## src/rtl/hclk_pkg.sv

```systemverilog
package hclk_pkg;

  // Bundle of all registered drive outputs
  typedef struct packed {
    logic h1;
    logic h1l;
    logic h2;
    logic rg;
    logic smp_reset;
    logic smp_signal;
    logic pixel_tick;
  } hclk_drive_t;

  localparam hclk_drive_t HCLK_DRIVE_RESET = '{
    h1: 1'b1, h1l: 1'b1, h2: 1'b0, rg: 1'b0,
    smp_reset: 1'b0, smp_signal: 1'b0, pixel_tick: 1'b0
  };

endpackage

```

## src/rtl/hclk_tick_counter.sv

```systemverilog
module hclk_tick_counter #(
  parameter int TICKS = 8,
  localparam int CNT_W = $clog2(TICKS)
) (
  input  logic             clk,
  input  logic             rst_n,
  output logic [CNT_W-1:0] cnt_next_o,
  output logic             last_o
);

  logic [CNT_W-1:0] cnt_q;
  logic [CNT_W-1:0] cnt_d;

  always_comb begin
    last_o = (cnt_q == CNT_W'(TICKS - 1));
    if (last_o) cnt_d = '0;
    else        cnt_d = cnt_q + CNT_W'(1);
  end

  always_ff @(posedge clk or negedge rst_n) begin
    if (!rst_n) cnt_q <= '0;
    else        cnt_q <= cnt_d;
  end

  assign cnt_next_o = cnt_d;

endmodule

```

## src/rtl/hclk_run_ctrl.sv

```systemverilog
module hclk_run_ctrl (
  input  logic clk,
  input  logic rst_n,
  input  logic last_i,
  input  logic run_en_i,
  output logic shift_next_o
);

  logic shift_q;
  logic shift_d;

  // Run request is only honoured at a pixel boundary
  always_comb begin
    shift_d = shift_q;
    if (last_i) shift_d = run_en_i;
  end

  always_ff @(posedge clk or negedge rst_n) begin
    if (!rst_n) shift_q <= 1'b0;
    else        shift_q <= shift_d;
  end

  assign shift_next_o = shift_d;

endmodule

```

## src/rtl/hclk_phase_decode.sv

```systemverilog
module hclk_phase_decode
  import hclk_pkg::*;
#(
  parameter int TICKS      = 8,
  parameter int RG_ON      = 0,
  parameter int RG_WIDTH   = 1,
  parameter int H1L_ON     = 0,
  parameter int H1L_OFF    = TICKS / 2,
  parameter int RST_TICK   = 2,
  parameter int SIG_TICK   = 6,
  localparam int CNT_W     = $clog2(TICKS),
  localparam int HALF      = TICKS / 2,
  localparam int RG_OFF    = RG_ON + RG_WIDTH
) (
  input  logic             clk,
  input  logic             rst_n,
  input  logic [CNT_W-1:0] cnt_i,
  input  logic             shift_i,
  input  logic             park_hi_i,
  output hclk_drive_t      drive_o
);

  hclk_drive_t drv_d;
  hclk_drive_t drv_q;
  logic        h1_win;
  logic        h1l_win;
  logic        rg_win;

  assign h1_win = (cnt_i < CNT_W'(HALF));
  assign rg_win = (cnt_i >= CNT_W'(RG_ON)) && (cnt_i < CNT_W'(RG_OFF));

  // Last-gate window: reuse h1 when untrimmed, else decode its own window
  generate
    if (H1L_ON == 0 && H1L_OFF == HALF) begin : g_h1l_same
      assign h1l_win = h1_win;
    end else begin : g_h1l_trim
      assign h1l_win = (cnt_i >= CNT_W'(H1L_ON)) && (cnt_i < CNT_W'(H1L_OFF));
    end
  endgenerate

  always_comb begin
    drv_d    = '0;
    drv_d.rg = rg_win;
    if (shift_i) begin
      drv_d.h1         = h1_win;
      drv_d.h1l        = h1l_win;
      drv_d.h2         = ~h1_win;
      drv_d.smp_reset  = (cnt_i == CNT_W'(RST_TICK));
      drv_d.smp_signal = (cnt_i == CNT_W'(SIG_TICK));
      drv_d.pixel_tick = (cnt_i == CNT_W'(TICKS - 1));
    end else begin
      drv_d.h1  = park_hi_i;
      drv_d.h1l = park_hi_i;
      drv_d.h2  = ~park_hi_i;
    end
  end

  always_ff @(posedge clk or negedge rst_n) begin
    if (!rst_n) drv_q <= HCLK_DRIVE_RESET;
    else        drv_q <= drv_d;
  end

  assign drive_o = drv_q;

endmodule

```

## src/rtl/hclk_phase_gen.sv

```systemverilog
module hclk_phase_gen
  import hclk_pkg::*;
#(
  parameter int TICKS    = 8,
  parameter int RG_ON    = 0,
  parameter int RG_WIDTH = 1,
  parameter int H1L_ON   = 0,
  parameter int H1L_OFF  = TICKS / 2,
  parameter int RST_TICK = 2,
  parameter int SIG_TICK = 6,
  localparam int CNT_W   = $clog2(TICKS)
) (
  input  logic clk,
  input  logic rst_n,
  input  logic run_en,
  input  logic park_h1_high,
  output logic h1,
  output logic h2,
  output logic h1l,
  output logic rg,
  output logic smp_reset,
  output logic smp_signal,
  output logic pixel_tick
);

  logic [CNT_W-1:0] cnt_next;
  logic             last_tick;
  logic             shift_next;
  hclk_drive_t      drive;

  hclk_tick_counter #(.TICKS(TICKS)) u_cnt (
    .clk        (clk),
    .rst_n      (rst_n),
    .cnt_next_o (cnt_next),
    .last_o     (last_tick)
  );

  hclk_run_ctrl u_run (
    .clk          (clk),
    .rst_n        (rst_n),
    .last_i       (last_tick),
    .run_en_i     (run_en),
    .shift_next_o (shift_next)
  );

  hclk_phase_decode #(
    .TICKS    (TICKS),
    .RG_ON    (RG_ON),
    .RG_WIDTH (RG_WIDTH),
    .H1L_ON   (H1L_ON),
    .H1L_OFF  (H1L_OFF),
    .RST_TICK (RST_TICK),
    .SIG_TICK (SIG_TICK)
  ) u_dec (
    .clk       (clk),
    .rst_n     (rst_n),
    .cnt_i     (cnt_next),
    .shift_i   (shift_next),
    .park_hi_i (park_h1_high),
    .drive_o   (drive)
  );

  assign h1         = drive.h1;
  assign h2         = drive.h2;
  assign h1l        = drive.h1l;
  assign rg         = drive.rg;
  assign smp_reset  = drive.smp_reset;
  assign smp_signal = drive.smp_signal;
  assign pixel_tick = drive.pixel_tick;

endmodule

```

## config.mk

```make
export PLATFORM = sky130hd
export DESIGN_NAME = hclk_phase_gen
export DESIGN_NICKNAME = d
export VERILOG_FILES = /design/src/rtl/hclk_pkg.sv /design/src/rtl/hclk_tick_counter.sv /design/src/rtl/hclk_run_ctrl.sv /design/src/rtl/hclk_phase_decode.sv /design/src/rtl/hclk_phase_gen.sv
export SDC_FILE = /design/constraint.sdc
export NUM_CORES = 1
export LEC_CHECK = 0
export ABC_AREA = 1
export ABC_CLOCK_PERIOD_IN_PS = 2600
export BUFFER_PORTS_ARGS = -buffer_cell sky130_fd_sc_hd__buf_2
export CAP_MARGIN = 25
export CORE_AREA = 2 2 39 41
export DETAILED_ROUTE_END_ITERATION = 10
export DIE_AREA = 0 0 41 43
export HOLD_SLACK_MARGIN = 0.12
export SYNTH_ARGS = -nofsm -noshare
export SYNTH_HDL_FRONTEND = slang
export SYNTH_SLANG_ARGS = --single-unit
```

## constraint.sdc

```tcl
create_clock -name clk -period 2.6 [get_ports clk]
set_input_delay 0.65 -clock clk [delete_from_list [all_inputs] [get_ports clk]]
set_output_delay 0.65 -clock clk [all_outputs]
set_load 0.02 [all_outputs]
```

Word level (Yosys, flattened, before mapping)
Index checks and enable logic that the tools add are counted.
{ "totals": {"mem_count": 0, "word_cells": 24, "in_bits": 4, "rom_bits": 0, "latch_bits": 0, "mem_bits_rw": 0, "output_inout_bits": 7, "regBits": 11} }
{ "op_classes": {"muxes": 4, "n_lt_le_gt_ge": 3, "addsub": 1, "n_reduce_logical": 1, "mul": 0, "n_eq_ne": 4, "div": 0, "bitwise_logic": 2, "n_shift": 0} }
{ "ops": {"columns": ["op", "count"], "rows": [
  ["3-bit == test, second input constant", 3],
  ["3-bit two-way mux", 3],
  ["3-bit by 1-bit adder with 3-bit output, second input constant", 1],
  ["3-bit by 2-bit == test with 1-bit output, second input constant", 1],
  ["3-bit by 1-bit greater-or-equal comparator with 1-bit output, second input constant", 1],
  ["3-bit by 1-bit less-than comparator with 1-bit output, second input constant", 1],
  ["3-bit less-than comparator, second input constant", 1],
  ["1-bit inverter", 2],
  ["1-bit logical AND", 1],
  ["1-bit two-way mux", 1]
]} }

Logic depth before layout (Yosys ltp)
{ "depth": {"ltp_word": 5, "ltp_mapped": 7, "mapped_depth_nobuf": 7} }

By module
A second synthesis with hierarchy kept.
{ "unflattened": {"hier_cells": 33, "area_unflattened_um2": 365.4} }
{ "by_module_without_submodules": {"columns": ["mod", "instances", "area_each_um2", "cells_each"], "rows": [
  ["hclk_phase_decode", 1, 221.5, 22],
  ["hclk_tick_counter", 1, 103.8, 6],
  ["hclk_run_ctrl", 1, 40.0, 5]
]} }

Least setup slack after synthesis
Ideal clock, no wire load.
{ "synth_timing": {"path_type": "reg2out", "start": "register u_dec.drive_o[6] (netlist name)", "end": "output port h1l", "path_slack_ns": 1.230, "path_buffers": 1, "stages_incl_launch_ff": 2, "t_required_ns": 1.950, "t_arrival_ns": 0.720, "path_cell_list": "dfstp_2 -> buf_4"} }
{ "synth_lines": {"columns": ["item", "line", "rtl"], "rows": [
  ["end: declaration", "hclk_phase_gen.sv:19", "output logic h1l,"]
]} }

Worst setup path in the final report
{ "layout_timing": {"start": "register u_dec.drv_q, in the netlist u_dec.drive_o[6]", "end": "output port h1"} }
{ "layout_lines": {"columns": ["item", "line", "rtl"], "rows": [
  ["start: declaration", "hclk_phase_decode.sv:24", "hclk_drive_t drv_q;"],
  ["start signal: assignment", "hclk_phase_decode.sv:60", "else drv_q <= drv_d;"],
  ["end: declaration", "hclk_phase_gen.sv:17", "output logic h1,"]
]} }
No word-level cell between the ends.

==> results.md <==
- Critical Path, Cell by Cell: buf_2
- Antenna viol nets, final: 0
- Die Area: roughly 1800 um^2
- Area of the multi-input gates: between 100 and 150 um^2
- Mux cell area share after synthesis: 0%
- Slew Limit Fails: 0
- First-pass DRT Iterations: 1
- Top Ports: 11
- Min cycle time layout: 1.58 ns
- Max clock buf depth: 2
- Core ar.: about 1400 um^2
- XOR/XNOR share of the synthesized area: 0%
- Top-count cell post-synth: dfrtp_1
- RSZ-0062 raised after global routing: no
- WP buf/inv: 1
- Actual slew at the worst max-slew pin: 0.215 ns
- Die Span Y: around 43 um
- Syn_nets: between 40 and 50
- DR WL/cell: 9.59 um
- Inserted Clock Buffers: 3
- Cell at the slowest stage of the critical path: dfstp_2
- Simple-Gate Fraction of Synth Area: 26.7%
- CTS tree: built
- First-pass GRT wire length: ~1100 um
- Largest net degree at the start of global routing: 11
- Worst Path Max Fanout: 2
- Critical path type: reg -> out
- Post-detail-place hpwl: approximately 500 um
- Post-cts resize count: 0
- Setup bufs post-CTS: 0
- # Max-Cap Violations: 0
- H-tree levels: 1
- Final WL: roughly 610 um
- Clk Latency, worst-skew pair: 0.26 ns
- Worst R2R Path Depth: 5
- Synth area leaders: dfrtp_1, dfstp_2, ha_1, nand2_4, nand2_1
- Cell depth of the worst setup path: 1
- Post-synth EDFFs: 0
- Worst slew margin: 85.6%
- Vias: 280
- Hold Violations, Final: 0
- Die width: between 40 and 50 um
- Fmax: roughly 0.63 GHz
- Cells after synthesis: 35
- Diode count: 0
- Share of layout cells above drive strength 1: approximately half
- Rows: 14
- Setup Slack @ Placement: approximately 1.3 ns
- Yosys reg bits: 10
- Avg Synthesized Cell Area: roughly 12 um^2
- Post-synth top cells: dfrtp_1, nand2_1, nor2_2
- Initial DRC count: 0
- Fin nets: 55
- Most common flop cell mapped by yosys: dfrtp_1
- Clk_skew: 0.000721 ns
- PortBufs: 10
- Initial Utilization: 29.7%
- Sequential share of the synthesized area: between 60 and 70%
- Setup-failing EPs final: 0
- Post-synthesis async set-or-reset flop share: 100%
- R2R setup slack: approximately 1.3 ns
- Setup WS post-layout: 1.02 ns
- Register area: 251 um^2
- Count of different cell masters after synthesis: 16
- Largest family of logic cells by synthesized area: simple AND/OR/NAND/NOR gates
- Synth Area in Compound Gates: 0%
- Gr ovfl total: 0
- Vias in the first global route: around 280
- Leak: around 0.28 nW
- Top cell type's share of synthesized area: between 50% and 60%
- TritonCTS Sinks: 10
- Avg Vias per Cell: about 4.4
- Initial antenna violation count: 0
- CTS root buffer: clkbuf_4
- Critical Path Source Type: flip-flop
- Yosys Warn Count: 0
- Setup TNS: 0 ns
- Crit. End Element: output pin
- Status: complete, no violations
- # DRC: 0
- Arrival @ worst endpoint: 0.93 ns
- Worst VDD drop: approximately 0.21 mV
- GRT Total Usage: 10.1%
- Slowest cell delay on critical path: between 0.5 and 0.6 ns
- Top Family by Delay on Critical Path: flip-flops
- CTS clk-pin slew, worst paths: ~0.070 ns
- Mapped Area: just over 400 um^2
- Hold Buf Count CTS: 0
- Hold crit path type: in -> async
- Number of fill cells: 142
- Fin crit share: between 60% and 70%
- Cell taking the most area after synthesis: dfrtp_1
- PwrDens: 619 nW/um^2
- Area grow syn2layout: 24.0%
- Routability cong.: between 0.7 and 0.8
- WP data required: approximately 2 ns
- Adder-cell share of the synthesized area: 6.08%
## state kept, by name, indices dropped and copies added (netlist names)
| signal | cells |
|---|---|
| u_dec.drive_o | 6 |
| u_cnt.cnt_q | 3 |
| u_run.shift_q | 1 |
## kinds of logic (layout without fill, tap and decap cells)
| logic type | after synthesis | after routing |
|---|---|---|
| adder cells (fa/ha/maj) | 2 | 2 |
| buffers and inverters | 5 | 18 |
| flip-flops | 10 | 10 |
| AND/OR/NAND/NOR | 18 | 18 |
## worst paths after layout
path                                            start                         end
max reg2reg                  u_cnt.cnt_q[0]$_DFF_PN0_  u_dec.drive_o[2]$_DFF_PN0_
min                                             rst_n  u_dec.drive_o[3]$_DFF_PN0_
min in group clk             u_cnt.cnt_q[0]$_DFF_PN0_    u_cnt.cnt_q[0]$_DFF_PN0_
min reg2reg                  u_cnt.cnt_q[0]$_DFF_PN0_    u_cnt.cnt_q[0]$_DFF_PN0_
max                        u_dec.drive_o[6]$_DFF_PN1_                          h1
max in group asynchronous                       rst_n  u_dec.drive_o[6]$_DFF_PN1_
## report_power, final
part / switching, W / internal (W)
registers: 0.00000111 / 0.000159
clock network: 0.0000523 / 0.0000849
logic: 0.0000123 / 0.00000655
total: 0.0000657 / 0.000250
## final cells by class
class                   instances  share of cell area [%]
well taps                      16                    3.92
multi-input cells              20                    26.5
clock buffers                   4                    7.11
inverters                       4                    3.43
flip-flops and latches         10                    49.3
repair buffers                 10                    9.80
## cells in the final DEF (no fill, tap or decap), types with 2 or more instances in the layout
master	instances
nand3_1	2
nand2_1	5
inv_1	2
dfrtp_1	9
nor2_2	3
clkbuf_4	3
nand2_4	2
nand4_1	2
ha_1	2
buf_2	10
## per-layer routing
layer / global-route usage, % / part of all wire (%)
met5: 0 / 0
met4: 10.0 / 2.3
met3: 1.57 / 4.9
met2: 15.0 / 58
met1: 11.0 / 34
## through the flow
step	power (W)	hold WS, ns	util [%]	area (um^2)	cells
floorplan	0.000175	0.354	-	412	35
global placement	0.000182	0.503	34.3	474	60
detailed placement	0.000182	0.505	34.3	474	60
CTS	0.000321	0.230	36.9	510	64
global route	0.000329	0.241	36.9	510	64
finish	0.000316	0.232	36.9	510	64
Note: power is estimated with default switching activity, not from simulation.
